**src/rtl/vagu_pkg.sv**
```systemverilog
package vagu_pkg;
    typedef enum logic [1:0] {
        AM_UNIT   = 2'd0,
        AM_STRIDE = 2'd1,
        AM_INDEX  = 2'd2,
        AM_SPARE  = 2'd3
    } amode_e;
endpackage

```
**src/rtl/vagu_len_clamp.sv**
```systemverilog
module vagu_len_clamp #(
    parameter int VLW   = 8,
    parameter int MAXVL = 64,
    parameter int CW    = 7
) (
    input  logic [VLW-1:0] vlen_raw,
    output logic [CW-1:0]  vlen_eff
);
    // Saturate the software length at the hardware maximum
    always_comb begin
        if (int'(vlen_raw) > MAXVL) vlen_eff = CW'(MAXVL);
        else                        vlen_eff = CW'(vlen_raw);
    end
endmodule

```
**src/rtl/vagu_addr_path.sv**
```systemverilog
module vagu_addr_path
    import vagu_pkg::*;
#(
    parameter int AW     = 32,
    parameter int EBYTES = 8
) (
    input  amode_e        mode,
    input  logic [AW-1:0] base,
    input  logic [AW-1:0] off,
    input  logic [AW-1:0] stride,
    input  logic [AW-1:0] idx,
    output logic [AW-1:0] addr,
    output logic [AW-1:0] step_amt
);
    // Strided mode advances by the signed stride, the others by one element
    always_comb begin
        step_amt = (mode == AM_STRIDE) ? stride : AW'(EBYTES);
        addr     = base + ((mode == AM_INDEX) ? idx : off);
    end
endmodule

```
**src/rtl/vec_agu.sv**
```systemverilog
module vec_agu
    import vagu_pkg::*;
#(
    parameter int AW     = 32,
    parameter int MAXVL  = 64,
    parameter int VLW    = 8,
    parameter int EBYTES = 8
) (
    input  logic                     clk,
    input  logic                     rst_n,
    input  logic                     start,
    input  logic [1:0]               mode,
    input  logic [AW-1:0]            base,
    input  logic [AW-1:0]            stride,
    input  logic [VLW-1:0]           vlen,
    input  logic [MAXVL-1:0]         mask,
    input  logic                     idx_valid,
    output logic                     idx_ready,
    input  logic [AW-1:0]            idx_data,
    output logic                     req_valid,
    input  logic                     req_ready,
    output logic [AW-1:0]            req_addr,
    output logic [$clog2(MAXVL)-1:0] req_elem,
    output logic                     busy,
    output logic                     done
);
    localparam int EW = $clog2(MAXVL);
    localparam int CW = $clog2(MAXVL + 1);

    typedef struct packed {
        logic             busy;
        logic             done;
        amode_e           mode;
        logic [AW-1:0]    base;
        logic [AW-1:0]    stride;
        logic [AW-1:0]    off;
        logic [EW-1:0]    elem;
        logic [CW-1:0]    vl;
        logic [MAXVL-1:0] mask;
    } agu_st_t;

    agu_st_t st_d, st_q;

    logic [CW-1:0] vl_eff;
    logic [AW-1:0] step_amt;
    logic          cur_en;
    logic          have_idx;
    logic          step;
    logic          is_last;

    vagu_len_clamp #(.VLW(VLW), .MAXVL(MAXVL), .CW(CW)) u_clamp (
        .vlen_raw (vlen),
        .vlen_eff (vl_eff)
    );

    vagu_addr_path #(.AW(AW), .EBYTES(EBYTES)) u_addr (
        .mode     (st_q.mode),
        .base     (st_q.base),
        .off      (st_q.off),
        .stride   (st_q.stride),
        .idx      (idx_data),
        .addr     (req_addr),
        .step_amt (step_amt)
    );

    always_comb begin
        cur_en    = st_q.mask[st_q.elem];
        have_idx  = (st_q.mode != AM_INDEX) || idx_valid;
        req_valid = st_q.busy && cur_en && have_idx;
        idx_ready = st_q.busy && (st_q.mode == AM_INDEX) && (!cur_en || req_ready);
        step      = st_q.busy && have_idx && (!cur_en || req_ready);
        is_last   = (CW'(st_q.elem) + CW'(1)) == st_q.vl;

        st_d      = st_q;
        st_d.done = 1'b0;
        if (!st_q.busy && start) begin
            st_d.mode   = amode_e'(mode);
            st_d.base   = base;
            st_d.stride = stride;
            st_d.vl     = vl_eff;
            st_d.mask   = mask;
            st_d.off    = '0;
            st_d.elem   = '0;
            if (vl_eff == '0) st_d.done = 1'b1;
            else              st_d.busy = 1'b1;
        end else if (step) begin
            if (is_last) begin
                st_d.busy = 1'b0;
                st_d.done = 1'b1;
            end else begin
                st_d.elem = st_q.elem + EW'(1);
                st_d.off  = st_q.off + step_amt;
            end
        end
    end

    always_ff @(posedge clk or negedge rst_n) begin
        if (!rst_n) st_q <= '0;
        else        st_q <= st_d;
    end

    assign req_elem = st_q.elem;
    assign busy     = st_q.busy;
    assign done     = st_q.done;

    // a request not taken is offered again unchanged
    a_r8_stall_hold: assert property (@(posedge clk) disable iff (!rst_n)
        (req_valid && !req_ready) |=> (req_valid && $stable(req_addr) && $stable(req_elem)));

    // unit-stride address equals base plus element number times element size
    a_r2_unit_addr: assert property (@(posedge clk) disable iff (!rst_n)
        (req_valid && (st_q.mode == AM_UNIT)) |-> (req_addr == st_q.base + AW'(st_q.elem) * AW'(EBYTES)));

    // requested elements stay inside the clamped length
    a_r6_elem_bound: assert property (@(posedge clk) disable iff (!rst_n)
        req_valid |-> ((CW'(req_elem) < st_q.vl) && (st_q.vl <= CW'(MAXVL))));

    // zero length completes on the next cycle without going busy
    a_r7_zero_len: assert property (@(posedge clk) disable iff (!rst_n)
        (start && !busy && (vl_eff == '0)) |=> (done && !busy));

    // completion pulse coincides with idle and no request
    a_r9_done_idle: assert property (@(posedge clk) disable iff (!rst_n)
        done |-> (!busy && !req_valid));

    // captured command stays put while busy
    a_r10_cmd_locked: assert property (@(posedge clk) disable iff (!rst_n)
        (busy && !done) |=> ($stable(st_q.base) && $stable(st_q.mode) && $stable(st_q.vl)));
endmodule

```
**config.mk**
```make
export PLATFORM = sky130hd
export DESIGN_NAME = vec_agu
export DESIGN_NICKNAME = d
export VERILOG_FILES = /design/src/rtl/vagu_pkg.sv /design/src/rtl/vagu_len_clamp.sv /design/src/rtl/vagu_addr_path.sv /design/src/rtl/vec_agu.sv
export SDC_FILE = /design/constraint.sdc
export NUM_CORES = 1
export LEC_CHECK = 0
export BUFFER_PORTS_ARGS = -buffer_cell sky130_fd_sc_hd__buf_2
export CAP_MARGIN = 25
export CELL_PAD_IN_SITES_DETAIL_PLACEMENT = 1
export CELL_PAD_IN_SITES_GLOBAL_PLACEMENT = 1
export CORE_AREA = 3 3 200 202
export CTS_CLUSTER_DIAMETER = 60
export DETAILED_ROUTE_END_ITERATION = 8
export DIE_AREA = 0 0 203 205
export PLACE_DENSITY = 0.65
export SYNTH_ARGS = -nofsm -noshare
export SYNTH_HDL_FRONTEND = slang
export SYNTH_SLANG_ARGS = --single-unit
```
**constraint.sdc**
```tcl
create_clock -name clk -period 6.3 [get_ports clk]
set_clock_uncertainty 0.15 [all_clocks]
set_input_delay 0.945 -clock clk [delete_from_list [all_inputs] [get_ports clk]]
set_output_delay 0.945 -clock clk [all_outputs]
set_load 0.03 [all_outputs]
```
* Yosys cells after proc, flatten, opt, wreduce, memory -nomap -nowiden
Index checks and enable logic that the tools add are counted.
** Cells by class
- $add $sub $neg :: 4
- $lt $le $gt $ge :: 2
- Eq/ne operators :: 6
- Muxes and demuxes :: 13
- Reduce and logical (&&, ||, !) cells :: 16
** Operators by type and width (count)
- 38-bit 2-to-1 mux :: 3
- 32-bit adder :: 2
- 32-bit 2-to-1 mux :: 2
- 8-bit by 7-bit > comparator with 1-bit output, second input constant :: 1
- 6-bit by 1-bit adder with 7-bit output, second input constant :: 1
- 7-bit equality test :: 1
- 1-bit logical AND :: 7
- 7-bit zero test :: 1
- 6-bit by 7-bit < comparator with 1-bit output, second input constant :: 1
- 7-bit 2-to-1 mux :: 1
- 6-bit by 1-bit adder with 6-bit output, second input constant :: 1
- 1-bit binary-select mux with 6-bit select :: 1
- 2-bit 2-to-1 mux :: 3
- 2-bit inequality test, second input constant :: 2
- 2-bit nonzero test :: 2
- 1-bit 2-to-1 mux :: 3
- 3-bit AND reduction :: 1
- 2-bit by 1-bit equality test with 1-bit output, second input constant :: 1
- 2-bit equality test, second input constant :: 1
- 1-bit zero test :: 2
- 1-bit logical OR :: 2
- 2-bit by 1-bit inequality test with 1-bit output, second input constant :: 1
- 2-bit AND reduction :: 1
** Word-level totals
- Register bits after elaboration :: 177
- Bits of input ports :: 175
- Output and inout bits :: 42
- Logic and storage cells :: 50

* Logic depth before layout (Yosys ltp)
Gate-level depths: netlist (run 1).
- Depth in word-level cells :: 7
- Gate-level depth with buffers :: 16

* Modules after synthesis
Synthesis (run 1) repeated with hierarchy kept, for this count alone.
** Unflattened totals
- Cell total of the unflattened synthesis :: 1366
- Area total of the unflattened synthesis :: 11556.1 sq um
** By module, submodules not included
- vec_agu :: instances 1, cells an instance 1015, area each 8977.4 sq um, sequential area each 4429.2 sq um
- vagu_addr_path :: instances 1, cells an instance 344, area each 2527.4 sq um, sequential area each 0.0 sq um
- vagu_len_clamp :: instances 1, cells an instance 7, area each 51.3 sq um, sequential area each 0.0 sq um

* Least setup slack after synthesis (run 1)
Ideal clock, no wire load.
- Path type :: in2out
- Start :: input idx_data[1]
- End :: output req_addr[29]
- Data arrival time :: 3.849 ns
- Data required time :: 5.205 ns
- Slack :: 1.356 ns
- Cell stages on the path :: 10
- Path through :: a21o_1 > ha_1 > a21o_1 > nand4_1 > a2111o_1 > a21oi_1 > o21bai_1 > a31oi_1 > a21oi_1 > o311ai_0
** Between the ends
- Word-level cells in the longest chain between the ends :: 2
** Ends and longest elaborated chain
- from (decl) :: RTL line vec_agu.sv:19 : input logic [AW-1:0] idx_data,
- 32-bit 2-to-1 mux :: RTL line vagu_addr_path.sv:18 : addr = base + ((mode == AM_INDEX) ? idx : off);
- 32-bit adder :: RTL line vagu_addr_path.sv:18
- to (decl) :: RTL line vec_agu.sv:22 : output logic [AW-1:0] req_addr,
Every way passes these cells.

* Final worst setup path (run 1)
- Start :: register st_q[173] in the netlist's numbering
- End :: output req_addr[28]
** Between the ends
- Word-level cells in the longest chain between the ends :: 3
** Ends and longest elaborated chain
- from (decl) :: RTL line vec_agu.sv:42 : agu_st_t st_d, st_q;
- from (signal assigned) :: RTL line vec_agu.sv:99 : else st_q <= st_d;
- 2-bit equality test :: RTL line vagu_addr_path.sv:18
- 32-bit 2-to-1 mux :: RTL line vagu_addr_path.sv:18
- 32-bit adder :: RTL line vagu_addr_path.sv:18
Every way passes these cells.

==> reports/metrics.csv, run 1 <==
stage,metric,value,unit
status,status,"finished, final reports clean",
detailed_routing,drt drc,0,
timing,Final setup viols,0,
global_routing,initial antenna violation count,12,
cts,CTS sink count,177,
worst_setup_path,Worst path top cell family by delay,compound AO/OA/AOI/OAI gates,
global_routing,number of global-route vias before repair,10800,
synthesis,Post-synth ARST share,100,%
cts,Root Buffer,clkbuf_16,
timing,setup TNS,0,ns
floorplan,# rows,72,
synthesis,Post-synth EDFFs,0,
timing,Worst slew margin,38.6,%
worst_setup_path,Critical-path top delay cell,nor2b_2,
floorplan,IO Count,217,
synthesis,post-synth cell types,71,
floorplan,core area,38500,µm²
synthesis,number of synthesis warnings,0,
synthesis,Yosys top cell area share,38.5,%
floorplan,Die X,203,µm
timing,slew at the pin closest to its max-slew limit,0.921,ns
synthesis,syn avg cell area,8.26,µm²
pwr,Max VDD drop,252,µV
worst_setup_path,Worst EP arrival,4.56,ns
pwr,Pwr Density,631,nW/µm²
cts,CTS H-tree lvls,4,
global_routing,first-pass GRT wire length,59.0,mm
synthesis,synthesis-stage register bit count,177,
worst_setup_path,worst-path maximum fanout,21,
detailed_routing,vias per inst,4.89,
worst_setup_path,Critical Path End Type,output port,
detailed_routing,drt first-iter violations,406,
synthesis,mapped cell area,11500,µm²
timing,Final period util,89.8,%
floorplan,Die Ht,205,µm
cts,post-CTS setup buffer count,0,
detailed_routing,drt first pass iters,4,
finish,most frequent cells in the layout,"nand2_1 (554), buf_2 (215), dfrtp_1 (177)",
finish,"most common cell after layout, fill and taps aside",nand2_1,
worst_setup_path,Worst setup SP type,register,
detailed_routing,M1 WL,17.1,mm
detailed_routing,Via Count,10200,
cts,Clock Latency Late Sink,0.45,ns
timing,Final Hold Fails,0,
worst_setup_path,cell breakdown of the critical path,nor2b_2 > buf_4 > nand2_1 > nand2_1 > ha_1 > inv_1 > fa_1 > nor2b_1 > o31ai_1 > a211oi_1 > o211ai_1 > a21oi_1 > o41a_1 > mux2i_1 > o2111ai_1 > buf_2,
finish,layout cells sized above 1,19.9,%
worst_hold_path,Hold Path Class,register to register,
synthesis,"Seq/Total Area, Yosys",38.5,%
detailed_routing,routed length on met2,16.6,mm
worst_setup_path,critical path buffer and inverter count,3,
synthesis,cells taking the most area after synthesis,"dfrtp_1 (39%), nand2_1 (18%), ha_1 (7.0%)",
global_routing,grt total ovfl,0,
finish,Post-Layout Cell Count,2093,
detailed_routing,detailed-route wire length,36.6,mm
global_routing,Total GRT Usage,17.8,%
cts,CTS tree,done,
run,Max Cap Viol,0,
cts,Num CTS Buffers,17,
worst_setup_path,Critical Path RT,5.20,ns
pwr,leak pwr,7.11,nW
cts,post-CTS resize count,0,
synthesis,Post-Syn Instances,1392,
detailed_routing,WL per Instance,17.5,µm
timing,fin. max-slew vios,0,
synthesis,Syn Nets,1633,
worst_setup_path,CP most frequent cell,nand2_1,
detailed_routing,remaining antenna violation count,0,
synthesis,prevailing post-synth register cell,dfrtp_1,
worst_setup_path,crit-path max cell delay,0.49,ns
timing,min cycle time layout,5.66,ns
timing,fmax,177,MHz
placement,PortBufs,216,
placement,HPWL after DPL,27.8,mm
worst_setup_path,kind of critical path,register to output port,
cts,CTS clock-pin slew for the worst setup and hold paths,0.07,ns
cts,clk buf depth,2,
synthesis,leading area contributor after synthesis,dfrtp_1,
placement,cell total after placement,2058,
cts,Post-CTS Hold Buffers,0,
floorplan,Die ar.,41600,µm²
finish,Final #Nets,1800,
placement,RePlAce Congestion,0.864,
detailed_routing,met3 wire len,2.25,mm
finish,synthesis-to-layout area growth,18.6,%
detailed_routing,top sig layer,met5,
timing,RSZ-0062 raised after global routing,no,
floorplan,Initial Util,29.9,%
global_routing,largest net degree at the start of global routing,103,
## where the power goes
part           leakage, nW  internal [mW]  switching (mW)
logic                 4.58           2.00            3.42
clock network        0.296          0.579           0.540
registers             2.23           1.67           0.410
## Yosys cell counts, types with 6 or more instances
master and count:
xor2_1 25, nand4_1 10, clkbuf_1 63, mux4_2 20
nand3_1 22, o21bai_1 8, buf_2 6, a21oi_1 53
xnor2_1 27, nor3_1 14, inv_1 18, a21o_1 41
and3_1 9, dfrtp_1 177, ha_1 64, o21a_1 11
buf_4 6, o21ai_0 34, nor2b_1 9, nand2_1 554
o31ai_2 21, a22o_1 6, nand2b_1 9, a31oi_1 10
nor2_1 42, a211oi_1 7, and2_1 36
## kinds of logic after synthesis
logic type / after synthesis / synth area share (%)
AO/OA/AOI/OAI: 247 / 15.8
XOR/XNOR: 52 / 3.96
adder cells (fa/ha/maj): 66 / 7.31
buffers and inverters: 98 / 3.66
flip-flops: 177 / 38.5
multiplexers: 25 / 4.36
AND/OR/NAND/NOR: 727 / 26.4
## worst paths after layout
| check | endpoint | slack, ns | start | depth (start not counted) |
|---|---|---|---|---|
| min | st_q[120] | 0.32 | st_q[120] | 2 |
| max | req_addr[28] | 0.64 | st_q[173] | 16 |
| min reg2reg | st_q[120] | 0.32 | st_q[120] | 2 |
| max in group asynchronous | st_q[135] | 4.59 | rst_n | 2 |
| min in group asynchronous | st_q[122] | 0.41 | rst_n | 1 |
| max reg2reg | st_q[79] | 2.39 | req_elem[0] | 10 |
## registers in the layout (all words and copies together), names as in the netlist
name	cells
req_elem	6
busy	1
st_q	169
done	1
## final cells by class
cell class	count	area, µm²
diodes	3	7.51
clock buffers	18	439
clock inverters	14	164
fillers	4674	24800
inverters	18	67.6
multi-input cells	1117	6670
flip-flops and latches	177	4430
well taps	518	648
repair buffers	228	1220
## layer usage
metal,vias to the layer above,global-route usage (%)
met1,4886,23.8
met5,-,0
met2,215,28.9
li1,5073,-
met3,45,4.89
met4,18,4.03
## worst register-to-register path, stage by stage, from the launching register on
cell      delay, ns
dfrtp_1        0.64
buf_16         0.22
buf_4          0.19
mux4_2         0.52
mux4_2         0.45
mux2i_1        0.15
mux2_2         0.27
o21bai_4       0.13
a21o_2         0.47
buf_4          0.37
o31ai_2        0.27
## metrics by stage
step / power (mW) / instance area, µm² / hold slack, ns / setup slack [ns] / util [%]
after CTS: 8.72 / 13600 / 0.329 / 0.602 / 35.4
after global routing: 9.40 / 13600 / 0.349 / 0.235 / 35.4
after detailed placement: 7.56 / 13000 / 0.310 / 1.12 / 33.9
after global placement: 7.39 / 13000 / 0.300 / 1.23 / 33.8
final: 8.61 / 13600 / 0.324 / 0.645 / 35.5
after floorplan: 6.09 / 11500 / 0.287 / 1.36 / -
Power figures use the tool's default switching activity.
==> run 2, diff against run 1 <==
SLEW_MARGIN = 15   (was default)
clock period = 6.43 ns   (was 6.3 ns; I/O delays follow)
==> run 2 against run 1 <==
Non-clock buffer count stayed put. Wire length is 0.32% lower. Sequential share of layout area is 0.096 points higher. Critical path depth stayed put. Worst setup slack better by 0.0071 ns. Combinational power is 1% lower. Die area stayed put. Critical path type unchanged. Critical endpoint unchanged. Highest routed layer unchanged.
==> reports/metrics.csv, run 2 (same netlist as run 1, synthesis figures left out) <==
stage,metric,value,unit
pwr,Max VDD drop,344,µV
worst_setup_path,worst-path maximum fanout,21,
worst_hold_path,Hold Path Class,register to register,
detailed_routing,remaining antenna violation count,0,
placement,cell total after placement,2058,
finish,Final #Nets,1800,
timing,Final Hold Fails,0,
floorplan,Initial Util,29.9,%
floorplan,Die Ht,205,µm
cts,post-CTS resize count,0,
cts,Num CTS Buffers,17,
finish,most frequent cells in the layout,"nand2_1 (554), buf_2 (215), dfrtp_1 (177)",
worst_setup_path,"reg-to-reg slack, setup",2.54,ns
worst_setup_path,Worst setup SP type,register,
floorplan,IO Count,217,
timing,fin. max-slew vios,0,
global_routing,initial antenna violation count,12,
global_routing,grt total ovfl,0,
cts,Root Buffer,clkbuf_16,
detailed_routing,Via Count,10300,
detailed_routing,WL per Instance,17.4,µm
worst_setup_path,critical path buffer and inverter count,3,
timing,Worst Slack Setup Final,0.652,ns
detailed_routing,drt first pass iters,5,
finish,FILL cells,4684,
detailed_routing,drt drc,0,
cts,Clock Latency Late Sink,0.45,ns
finish,synthesis-to-layout area growth,18.3,%
cts,CTS clock-pin slew for the worst setup and hold paths,0.07,ns
timing,setup TNS,0,ns
worst_setup_path,Worst EP arrival,4.66,ns
floorplan,Die X,203,µm
global_routing,largest net degree at the start of global routing,108,
finish,"most common cell after layout, fill and taps aside",nand2_1,
status,status,"finished, final reports clean",
finish,Post-Layout Cell Count,2094,
global_routing,number of global-route vias before repair,10700,
timing,RSZ-0062 raised after global routing,no,
cts,post-CTS setup buffer count,0,
cts,CTS H-tree lvls,4,
worst_setup_path,Critical Path RT,5.32,ns
worst_setup_path,Worst path top cell family by delay,compound AO/OA/AOI/OAI gates,
finish,layout cells sized above 1,19.8,%
finish,utilization after layout,35.4,%
detailed_routing,detailed-route wire length,36.5,mm
pwr,Pwr Density,619,nW/µm²
placement,RePlAce Congestion,0.872,
cts,CTS tree,done,
timing,slew at the pin closest to its max-slew limit,0.952,ns
floorplan,# rows,72,
worst_setup_path,Critical Path End Type,output port,
cts,Post-CTS Hold Buffers,0,
finish,Largest Register,st_q,
cts,CTS sink count,177,
floorplan,Die ar.,41600,µm²
worst_setup_path,Critical-path top delay cell,nor2b_2,
global_routing,first-pass GRT wire length,58.2,mm
timing,min cycle time layout,5.78,ns
finish,number of flip-flops in the largest register,169,
timing,Worst slew margin,36.6,%
placement,HPWL after DPL,27.2,mm
detailed_routing,vias per inst,4.90,
placement,PortBufs,216,
timing,Final setup viols,0,
worst_setup_path,cell breakdown of the critical path,nor2b_2 > buf_4 > nand2_1 > nand2_1 > ha_1 > inv_1 > fa_1 > nor2b_1 > o31ai_1 > a211oi_1 > o211ai_1 > a21oi_1 > o41a_1 > mux2i_1 > o2111ai_1 > buf_2,
timing,Final period util,89.9,%
worst_setup_path,CP most frequent cell,nand2_1,
worst_setup_path,crit-path max cell delay,0.57,ns
cts,clk buf depth,2,
floorplan,core area,38500,µm²
global_routing,Total GRT Usage,17.5,%
run,Max Cap Viol,0,
placement,worst slack at placement,1.13,ns
timing,fmax,173,MHz
timing,worst hold slack,0.319,ns
worst_setup_path,kind of critical path,register to output port,
pwr,leak pwr,7.08,nW
detailed_routing,drt first-iter violations,463,
==> run 2: changes by cell type in the layout (fill, tap and decap cells not counted) <==
cell / previous run / this run
buf_8: 1 / 0
buf_4: 9 / 10
clkbuf_1: 0 / 2
clkinv_2: 1 / 2
inv_8: 4 / 2
clkinvlp_4: 1 / 2
clkinv_8: 2 / 0
clkinv_4: 0 / 1
diode_2: 3 / 4
inv_6: 5 / 4
==> run 2: metal layers <==
layer	GRT usage [%]	part of all wire [%]
met5	0	0.30
met2	27.8	45
met1	23.8	48
met3	4.81	6.0
met4	4.40	1.5
==> run 2: final timing paths <==
check | startpoint | end | depth (start not counted)
setup / recovery | st_q[174] | req_addr[28] | 16
hold / removal | st_q[130] | st_q[130] | 2
setup reg to reg | st_q[173] | st_q[108] | 14
hold reg to reg | st_q[130] | st_q[130] | 2
max in group asynchronous | rst_n | st_q[168] | 2
min in group asynchronous | rst_n | st_q[111] | 1
==> run 2: cell type report <==
type	instances	area, µm²	share of cell area (%)
antenna	4	10.0	0.0736
clock buffer	20	447	3.28
clock inverter	12	121	0.893
inverter	18	67.6	0.497
multi-input combinational	1117	6670	49.0
sequential	177	4430	32.6
tap	518	648	4.77
timing repair buffer	228	1210	8.90
==> run 2: report_power, final <==
part / switching, mW / internal [mW]
logic: 3.40 / 1.96
clock network: 0.501 / 0.554
registers: 0.372 / 1.63
==> run 2: per-stage QoR <==
step	power [mW]	area, µm²
global placement	7.26	13000
finish	8.42	13600
global route	9.14	13600
detailed placement	7.42	13000
CTS	8.52	13600
floorplan	5.97	11500
==> run 2: worst min-delay path: stages, from the launching register on <==
cell,delay (ns)
dfrtp_1,0.34
nand2_1,0.05
nand2_1,0.05
